$ cat src/rtl/vecs_pkg.sv
package vecs_pkg;
  parameter int PIX_W = 8;
  parameter int MAG_W = PIX_W + 2;
  parameter int MAG_MAX = 4 * ((1 << PIX_W) - 1);

  // three vertically adjacent pixels of one window column
  typedef struct packed {
    logic [PIX_W-1:0] top;
    logic [PIX_W-1:0] mid;
    logic [PIX_W-1:0] bot;
  } vcol_t;

  typedef enum logic [1:0] {ST_IDLE, ST_FEED, ST_DRAIN} vstate_t;
endpackage

$ cat src/rtl/vecs_linebuf.sv
module vecs_linebuf #(
  parameter int DEPTH = 66,
  parameter int AW    = 7,
  parameter int DW    = 16
) (
  input  logic          clk,
  input  logic          rd_en,
  input  logic [AW-1:0] rd_addr,
  output logic [DW-1:0] rd_data,
  input  logic          wr_en,
  input  logic [AW-1:0] wr_addr,
  input  logic [DW-1:0] wr_data
);
  logic [DW-1:0] mem [DEPTH];

  always_ff @(posedge clk) begin
    if (wr_en) mem[wr_addr] <= wr_data;
    if (rd_en) rd_data <= mem[rd_addr];
  end
endmodule

$ cat src/rtl/vecs_grad.sv
module vecs_grad
  import vecs_pkg::*;
#(
  parameter int CW = 7
) (
  input  logic             clk,
  input  logic             rst,
  input  logic             vld_i,
  input  vcol_t            right_i,
  input  vcol_t            left_i,
  input  logic [CW-1:0]    col_i,
  input  logic             first_i,
  input  logic             last_i,
  output logic             vld_o,
  output logic [MAG_W-1:0] mag_o,
  output logic [CW-1:0]    col_o,
  output logic             first_o,
  output logic             last_o
);
  logic [MAG_W-1:0] wr_sum, wl_sum;
  logic signed [MAG_W:0] diff;
  logic [MAG_W-1:0] mag;

  // weighted column sums: outer rows x1, middle row x2 (shift)
  always_comb begin
    wr_sum = MAG_W'(right_i.top) + MAG_W'({right_i.mid, 1'b0}) + MAG_W'(right_i.bot);
    wl_sum = MAG_W'(left_i.top)  + MAG_W'({left_i.mid, 1'b0})  + MAG_W'(left_i.bot);
    diff   = $signed({1'b0, wr_sum}) - $signed({1'b0, wl_sum});
    mag    = diff[MAG_W] ? MAG_W'(-diff) : diff[MAG_W-1:0];
  end

  always_ff @(posedge clk) begin
    if (rst) begin
      vld_o <= 1'b0;
    end else begin
      vld_o <= vld_i;
    end
    mag_o   <= mag;
    col_o   <= col_i;
    first_o <= first_i;
    last_o  <= last_i;
  end
endmodule

$ cat src/rtl/vecs_colacc.sv
module vecs_colacc
  import vecs_pkg::*;
#(
  parameter int NCOL = 64,
  parameter int CW   = 7,
  parameter int SW   = 16
) (
  input  logic             clk,
  input  logic             upd,
  input  logic [CW-1:0]    col,
  input  logic             first,
  input  logic [MAG_W-1:0] mag,
  input  logic [CW-1:0]    rd_idx,
  output logic [SW-1:0]    rd_sum
);
  logic [SW-1:0] acc [NCOL];

  // first row of a run overwrites: the bank is effectively cleared per run
  always_ff @(posedge clk) begin
    if (upd) acc[col] <= (first ? '0 : acc[col]) + SW'(mag);
  end

  assign rd_sum = acc[rd_idx];
endmodule

$ cat src/rtl/vedge_colsum.sv
module vedge_colsum
  import vecs_pkg::*;
#(
  parameter int MAX_H = 64,
  parameter int MAX_W = 64,
  localparam int HW = $clog2(MAX_H + 1),
  localparam int WW = $clog2(MAX_W + 1),
  localparam int SW = $clog2(MAX_H * MAG_MAX + 1)
) (
  input  logic             clk,
  input  logic             rst,
  input  logic             start,
  input  logic [HW-1:0]    cfg_h,
  input  logic [WW-1:0]    cfg_w,
  input  logic             in_valid,
  output logic             in_ready,
  input  logic [PIX_W-1:0] in_pix,
  output logic             out_valid,
  input  logic             out_ready,
  output logic [SW-1:0]    out_sum,
  output logic             done
);
  localparam int RW = $clog2(MAX_H + 3);
  localparam int CW = $clog2(MAX_W + 3);
  localparam int LB_DEPTH = MAX_W + 2;

  vstate_t state;
  logic [HW-1:0] h_q;
  logic [WW-1:0] w_q;
  logic [RW-1:0] row_q;
  logic [CW-1:0] col_q;
  logic          feed_open;
  logic          accept;
  logic [RW-1:0] row_last;
  logic [CW-1:0] col_last;

  assign in_ready = (state == ST_FEED) && feed_open;
  assign accept   = in_valid && in_ready;
  assign row_last = RW'(h_q) + RW'(1);
  assign col_last = CW'(w_q) + CW'(1);

  // stage 1: pixel plus the two rows above it from the line buffer
  logic             s1_vld;
  logic [PIX_W-1:0] s1_pix;
  logic [RW-1:0]    s1_row;
  logic [CW-1:0]    s1_col;
  logic [2*PIX_W-1:0] lb_rd;

  vecs_linebuf #(.DEPTH(LB_DEPTH), .AW(CW), .DW(2*PIX_W)) u_lb (
    .clk     (clk),
    .rd_en   (accept),
    .rd_addr (col_q),
    .rd_data (lb_rd),
    .wr_en   (s1_vld),
    .wr_addr (s1_col),
    .wr_data ({s1_pix, lb_rd[2*PIX_W-1:PIX_W]})
  );

  vcol_t cur_col, prev1, prev2;
  assign cur_col = '{top: lb_rd[PIX_W-1:0], mid: lb_rd[2*PIX_W-1:PIX_W], bot: s1_pix};

  logic          g_in_vld, g_in_first, g_in_last;
  logic [CW-1:0] g_in_col;
  assign g_in_vld   = s1_vld && (s1_row >= RW'(2)) && (s1_col >= CW'(2));
  assign g_in_col   = s1_col - CW'(2);
  assign g_in_first = (s1_row == RW'(2));
  assign g_in_last  = (s1_row == row_last) && (s1_col == col_last);

  logic             g_vld, g_first, g_last;
  logic [MAG_W-1:0] g_mag;
  logic [CW-1:0]    g_col;

  vecs_grad #(.CW(CW)) u_grad (
    .clk     (clk),
    .rst     (rst),
    .vld_i   (g_in_vld),
    .right_i (cur_col),
    .left_i  (prev2),
    .col_i   (g_in_col),
    .first_i (g_in_first),
    .last_i  (g_in_last),
    .vld_o   (g_vld),
    .mag_o   (g_mag),
    .col_o   (g_col),
    .first_o (g_first),
    .last_o  (g_last)
  );

  logic [WW-1:0] idx_q;
  logic [SW-1:0] rd_sum;

  vecs_colacc #(.NCOL(MAX_W), .CW(CW), .SW(SW)) u_acc (
    .clk    (clk),
    .upd    (g_vld),
    .col    (g_col),
    .first  (g_first),
    .mag    (g_mag),
    .rd_idx (CW'(idx_q)),
    .rd_sum (rd_sum)
  );

  always_ff @(posedge clk) begin
    s1_pix <= in_pix;
    s1_row <= row_q;
    s1_col <= col_q;
    if (s1_vld) begin
      prev2 <= prev1;
      prev1 <= cur_col;
    end
  end

  always_ff @(posedge clk) begin
    if (rst) begin
      state     <= ST_IDLE;
      h_q       <= '0;
      w_q       <= '0;
      row_q     <= '0;
      col_q     <= '0;
      feed_open <= 1'b0;
      s1_vld    <= 1'b0;
      idx_q     <= '0;
      out_valid <= 1'b0;
      out_sum   <= '0;
      done      <= 1'b0;
    end else begin
      s1_vld <= accept;
      done   <= 1'b0;
      case (state)
        ST_IDLE: begin
          if (start) begin
            h_q       <= cfg_h;
            w_q       <= cfg_w;
            row_q     <= '0;
            col_q     <= '0;
            feed_open <= 1'b1;
            state     <= ST_FEED;
          end
        end
        ST_FEED: begin
          if (accept) begin
            if (col_q == col_last) begin
              col_q <= '0;
              row_q <= row_q + RW'(1);
              if (row_q == row_last) feed_open <= 1'b0;
            end else begin
              col_q <= col_q + CW'(1);
            end
          end
          if (g_vld && g_last) begin
            idx_q <= '0;
            state <= ST_DRAIN;
          end
        end
        default: begin
          if (!out_valid || out_ready) begin
            if (idx_q != w_q) begin
              out_sum   <= rd_sum;
              out_valid <= 1'b1;
              idx_q     <= idx_q + WW'(1);
            end else begin
              out_valid <= 1'b0;
              done      <= 1'b1;
              state     <= ST_IDLE;
            end
          end
        end
      endcase
    end
  end
endmodule

$ cat config.mk
export PLATFORM = sky130hd
export DESIGN_NAME = vedge_colsum
export DESIGN_NICKNAME = d
export VERILOG_FILES = /design/src/rtl/vecs_pkg.sv /design/src/rtl/vecs_linebuf.sv /design/src/rtl/vecs_grad.sv /design/src/rtl/vecs_colacc.sv /design/src/rtl/vedge_colsum.sv
export SDC_FILE = /design/constraint.sdc
export NUM_CORES = 2
export LEC_CHECK = 0
export ABC_AREA = 0
export BUFFER_PORTS_ARGS = -buffer_cell sky130_fd_sc_hd__buf_2
export CAP_MARGIN = 5
export CORE_UTILIZATION = 41
export CTS_BUF_LIST = sky130_fd_sc_hd__clkbuf_8
export CTS_CLUSTER_DIAMETER = 40
export DETAILED_ROUTE_END_ITERATION = 12
export HOLD_SLACK_MARGIN = 0.03
export SETUP_SLACK_MARGIN = 0.05
export SYNTH_ARGS = -nofsm -noshare
export SYNTH_HDL_FRONTEND = slang
export SYNTH_SLANG_ARGS = --single-unit
$ cat constraint.sdc
create_clock -name clk -period 6.6 [get_ports clk]
set_input_delay 1.32 -clock clk [delete_from_list [all_inputs] [get_ports clk]]
set_output_delay 1.32 -clock clk [all_outputs]
set_load 0.02 [all_outputs]
* Word-level counts from Yosys, hierarchy flattened
Memory sizes are Yosys's and may differ from the RTL's. A register that Yosys moved wholly into a read port is not among the register bits. Index checks and enable logic that the tools add are counted.
Word-level totals: register bits after elaboration 130, bits in writable memories 2080, bits of input ports 27, output and inout bits 19, word-level logic and storage cells 109, memories 2
Operators by class: add/subtract/negate cells 13, magnitude comparators 2, equality and inequality tests 13, muxes and demuxes 29, bitwise operators 3, reductions and logical operators 23
Memory list:
- u_lb.mem | words 66, width 16, rd ports 1, clocked after memory_dff 1, wr ports 1, RTL line vecs_linebuf.sv:14 | logic [DW-1:0] mem [DEPTH];
- u_acc.acc | words 64, width 16, rd ports 2, clocked after memory_dff 2, wr ports 1, RTL line vecs_colacc.sv:16 | logic [SW-1:0] acc [NCOL];
Operators with widths (number):
- two-way mux 7 bit | 8
- one-hot mux 7 bit (2 select lines) | 3
- adder 7 x 1 -> 7 bit, second input constant | 5
- == test 7 bit | 4
- adder 10 x 8 -> 10 bit | 2
- adder 8 x 9 -> 10 bit | 2
- adder 16 x 10 -> 16 bit | 1
- two-way mux 16 bit | 1
- greater-or-equal comparator 7 x 2 -> 1 bit, second input constant | 2
- AND reduction 4 bit | 3
- subtractor 10 x 10 -> 11 bit | 1
- two-way mux 1 bit | 10
- two-way mux 10 bit | 1
- negator 10 bit | 1
- two-way mux 2 bit | 4
- == test 7 x 2 -> 1 bit, second input constant | 1
- != test 7 bit | 1
- logical AND 1 bit | 6
- != test 2 x 1 -> 1 bit, second input constant | 3
- AND reduction 3 bit | 2
- nonzero test 2 bit | 3
- subtractor 6 x 2 -> 6 bit, second input constant | 1
- AND reduction 5 bit | 1
- != test 2 bit, second input constant | 2
- 12 further kinds | 15

* Logic depth before layout (Yosys ltp)
depth in word-level cells 6, depth in mapped cells 22, gate-level depth less buffers 16

* By module
From an unflattened synthesis, not the netlist that was laid out.
Second synthesis, totals: cells, all modules 5117, area total of the unflattened synthesis 94904.8 um^2
By module, submodules not included:
- vecs_colacc | times used 1, cells an instance 2581, area each 46709.8 um^2, seq. area each 30749.5 um^2
- vecs_linebuf | times used 1, cells an instance 1901, area each 41282.1 um^2, seq. area each 32190.9 um^2
- vedge_colsum | times used 1, cells an instance 436, area each 5007.3 um^2, seq. area each 3022.9 um^2
- vecs_grad | times used 1, cells an instance 199, area each 1905.6 um^2, seq. area each 400.4 um^2

* Worst setup path before layout
OpenSTA, ideal clock, no wires.
kind reg2reg, from register, netlist name u_grad.col_o[0], to memory u_acc.acc[0][13] (data pin), setup time 0.568 ns, arrival 5.925 ns, data required time 6.032 ns, setup slack 0.108 ns, stages on the path, launching flop included 20, path buffers 5, period minus slack after synthesis 6.492 ns, path through dfxtp_1 > buf_6 > buf_4 > nor3b_1 > buf_2 > buf_1 > clkbuf_1 > a22oi_1 > a31oi_1 > nor2_1 > a41oi_1 > ha_1 > a21o_1 > a21oi_1 > o21ai_0 > o41ai_1 > o2111a_1 > nor2_1 > nor4b_1 > xnor2_1
RTL lines (RTL line):
- end: declaration | vecs_colacc.sv:16

==> results.sh <==
export IMPL_p_switching_mw=8.22
export IMPL_finalSetupViolCount=0
export IMPL_syn_mean_instance_area_um2=18.3
export IMPL_swShare_pct=24.8
export IMPL_power_density_mw_per_mm2=306
export IMPL_timing_final_crit_share_pct=95.9
export IMPL_seq_area_frac_synth_pct=70.1
export IMPL_grt_max_degree=118
export IMPL_fp_dieH_um=483
export IMPL_dp_cells=8175
export IMPL_drtIter0Drc=8505
export IMPL_antenna_found_initial=7
export IMPL_cts_resized=0
export IMPL_post_drt_wl_per_cell_um=33.1
export IMPL_crit_start="u_grad.col_o[0]"
export IMPL_row_count=176
export IMPL_cts_tree="done"
export IMPL_grt_pass1_vias=55600
export IMPL_min_path_cells=1
export IMPL_track_usage_pct=25.1
export IMPL_path_class="reg2reg"
export IMPL_nets=5651
export IMPL_via_per_inst=6.31
export IMPL_r2r_end="u_acc.acc[14][12]"
export IMPL_stdcell_count=8894
export IMPL_drv_slew=2
export IMPL_async_flop_share_pct=0
export IMPL_detail_route_drc_violations=0
export IMPL_routabilityCongestion=0.959
export IMPL_drive_above_1_share_pct=27.6
export IMPL_start_util_pct=41.2
export IMPL_pwr_share_seq_pct=51.7
export IMPL_die_x_um=483
export IMPL_cp_arrival_ns=7.17
export IMPL_peakVddDrop_mv=0.444
export IMPL_r2r_start="u_grad.col_o[0]"
export IMPL_io_pins=46
export IMPL_antenna_left=0
export IMPL_portBuffers=45
export IMPL_worstMarginPinSlew_ns=1.53
export IMPL_min_period_ns=6.33
export IMPL_critPathMaxStageDelay_ns=0.90
export IMPL_synth_largest_area_cell="edfxtp_1"
export IMPL_cp_cell_sequence="and3b_4 -> buf_4 -> a22oi_1 -> a31oi_1 -> nor4_1 -> a31oi_1 -> ha_1 -> a21o_1 -> a21oi_1 -> o21bai_1 -> a2111o_1 -> a41o_1 -> nor3b_1 -> xor2_1 -> nor2_4 -> buf_4"
export IMPL_grt_ovfl_total=0
export IMPL_clk_pin_slew_ns=0.06
export IMPL_totalNegativeSetupSlack_ns=0
export IMPL_first_pass_iters=10
export IMPL_clock_sinks=2242
export IMPL_p_leak_nw=33.7
export IMPL_grt_pass1_wl_um=413000
export IMPL_synth_seq_cells=2242
export IMPL_crit_path_end_kind="register"
export IMPL_synth_top_area_share_pct=68.0
export IMPL_htree_levels=5
export IMPL_required_ns=7.44
export IMPL_synth_edf_count=2144
export IMPL_vias=56100
export IMPL_clock_latency_ns=1.10
export IMPL_share_clk_of_total_power_pct=39.2
export IMPL_synth_cells_most_frequent="2,144 x edfxtp_1, 552 x mux4_2, 233 x nor2_1"
export IMPL_yosysWarnings=0
export IMPL_cts_buffers=405
export IMPL_drt_total_wl_um=294000
export IMPL_slew_headroom_pct=-2.57
export IMPL_die_area_mm2=0.233
export IMPL_cts_path_max_buffers=4
export IMPL_totalPowerFinal_mw=33.2
export IMPL_r2r_cells=16
export IMPL_status="finished, violations left"
export IMPL_postCtsSetupRepairBufs=0
export IMPL_syn_area_mm2=0.0947
export IMPL_syn_nets=5264
export IMPL_cts_root_buf="clkbuf_8"
export IMPL_rsz0062_at_grt="no"
export IMPL_r2r_setup_slack_ns=0.27
export IMPL_synthToLayoutAreaGrowth_pct=14.3
export IMPL_synth_cells=5172
export IMPL_core_mm2=0.230
export IMPL_worstHoldStart="in_pix[6]"
export IMPL_slowest_stage="nor4_1"
export IMPL_synth_distinct_cells=87
export IMPL_hold_end="s1_pix[6]"
export IMPL_fmax_mhz=158
export IMPL_p_comb_share_pct=9.1
export IMPL_violations="capacitance limit, slew limit"
export IMPL_cp_max_fo=49
export IMPL_internal_power_mw=25.0
export IMPL_cap_violations=1
export IMPL_worst_hold_path_type="in2reg"
export IMPL_holdBufCountCts=0
export IMPL_finalHoldViolCount=0
export IMPL_skew_ns=0.152
export IMPL_synth_area_leaders="edfxtp_1 68%, mux4_2 13%, mux2i_1 2.3%"
export IMPL_start_kind="register"
export IMPL_synth_most_common_cell="edfxtp_1"
export IMPL_synthFlopType="edfxtp_1"
export IMPL_hpwl_um=181000
-- how the worst max path moves through the flow --
stage / end / slack, ns / cells past startpoint
2_1_floorplan: u_acc.acc[0][13] / 0.11 / 19
3_3_place_gp: u_acc.acc[54][11] / 0.63 / 16
3_5_place_dp: u_acc.acc[12][12] / 0.64 / 17
4_1_cts: u_acc.acc[14][12] / 0.55 / 17
5_1_grt: u_acc.acc[8][12] / 0.21 / 17
6_report: u_acc.acc[14][12] / 0.27 / 16
-- cell families after synthesis --
kind of cell	after synthesis	synth area share [%]
muxes	851	16.4
AOI/OAI and AO/OA	839	6.30
DFF	2242	70.1
buffers and inverters	435	1.96
adders and majority gates	65	1.11
xor gates and xnor gates	89	0.867
and+or+nand+nor	651	3.29
-- critical path, delay by kind of cell (launching register included) --
family / cells / cell delay, ns
flops: 1 / 0.62
compound gates: 8 / 1.81
buf+inv: 2 / 0.63
fa+ha+maj: 1 / 0.41
xor+xnor: 1 / 0.19
simple gates: 4 / 2.37
-- area by class of cell --
type | instances | area [um^2]
Fill cell | 19200 | 121000
Sequential cell | 2242 | 66400
Multi-Input combinational cell | 2495 | 27100
Clock buffer | 419 | 5770
Tap cell | 3026 | 3790
Timing Repair Buffer | 329 | 2750
Clock inverter | 293 | 2180
Inverter | 86 | 323
Antenna cell | 4 | 10.0
-- flip-flops by register name, summed over array words and instances, names as in the netlist, 2 cells and up --
register / count
s1_pix: 8
h_q: 7
idx_q: 7
prev1: 24
col_q: 7
w_q: 7
u_lb.mem: 1056
u_grad.mag_o: 10
u_lb.rd_data: 16
prev2: 24
u_grad.col_o: 6
out_sum: 16
s1_row: 7
u_acc.acc: 1024
state: 2
s1_col: 7
row_q: 7
-- through the flow --
stage	setup slack, ns	area [um^2]	hold WS [ns]	util [%]
finish	0.274	108000	0.346	47.1
global route	0.213	108000	0.248	47.1
CTS	0.549	108000	0.232	47.1
detailed placement	0.636	100000	0.404	43.7
global placement	0.632	100000	0.398	43.7
floorplan	0.108	94700	0.329	-
-- power by group through the flow --
stage	combinational [mW]	clock, mW	sequential, mW
2_1_floorplan	1.41	0	17.6
6_report	3.01	13.0	17.2
4_1_cts	2.95	13.2	17.2
3_3_place_gp	2.89	0	17.5
3_5_place_dp	2.96	0	17.5
5_1_grt	3.17	13.8	17.2
-- cells in the final DEF, fill, tap and decap left out, types with 45 or more instances in the layout --
cell,Yosys,layout
clkinv_1,1,79
nor2_1,233,156
inv_1,83,193
a31oi_1,69,69
mux2i_1,222,222
dfxtp_1,98,77
edfxtp_1,2144,2144
mux4_2,552,552
a221oi_1,97,97
nand2_1,172,171
nor3_1,54,54
buf_4,10,252
o22ai_1,79,79
a22o_1,66,66
mux2_2,70,70
o21ai_0,63,63
a21oi_1,150,150
buf_2,104,45
clkbuf_8,0,419
a22oi_1,175,175
-- metal layers --
metal / routed length, um / global-route usage, % / part of all wire [%] / vias to the layer above
li1: - / - / - / 22400
met2: 131000 / 37.1 / 45 / 3856
met1: 116000 / 34.8 / 40 / 29200
met5: 0 / 0 / 0 / -
met3: 35700 / 7.77 / 12 / 703
met4: 10900 / 9.07 / 3.7 / 0
Note: power is estimated with default switching activity, not from simulation.
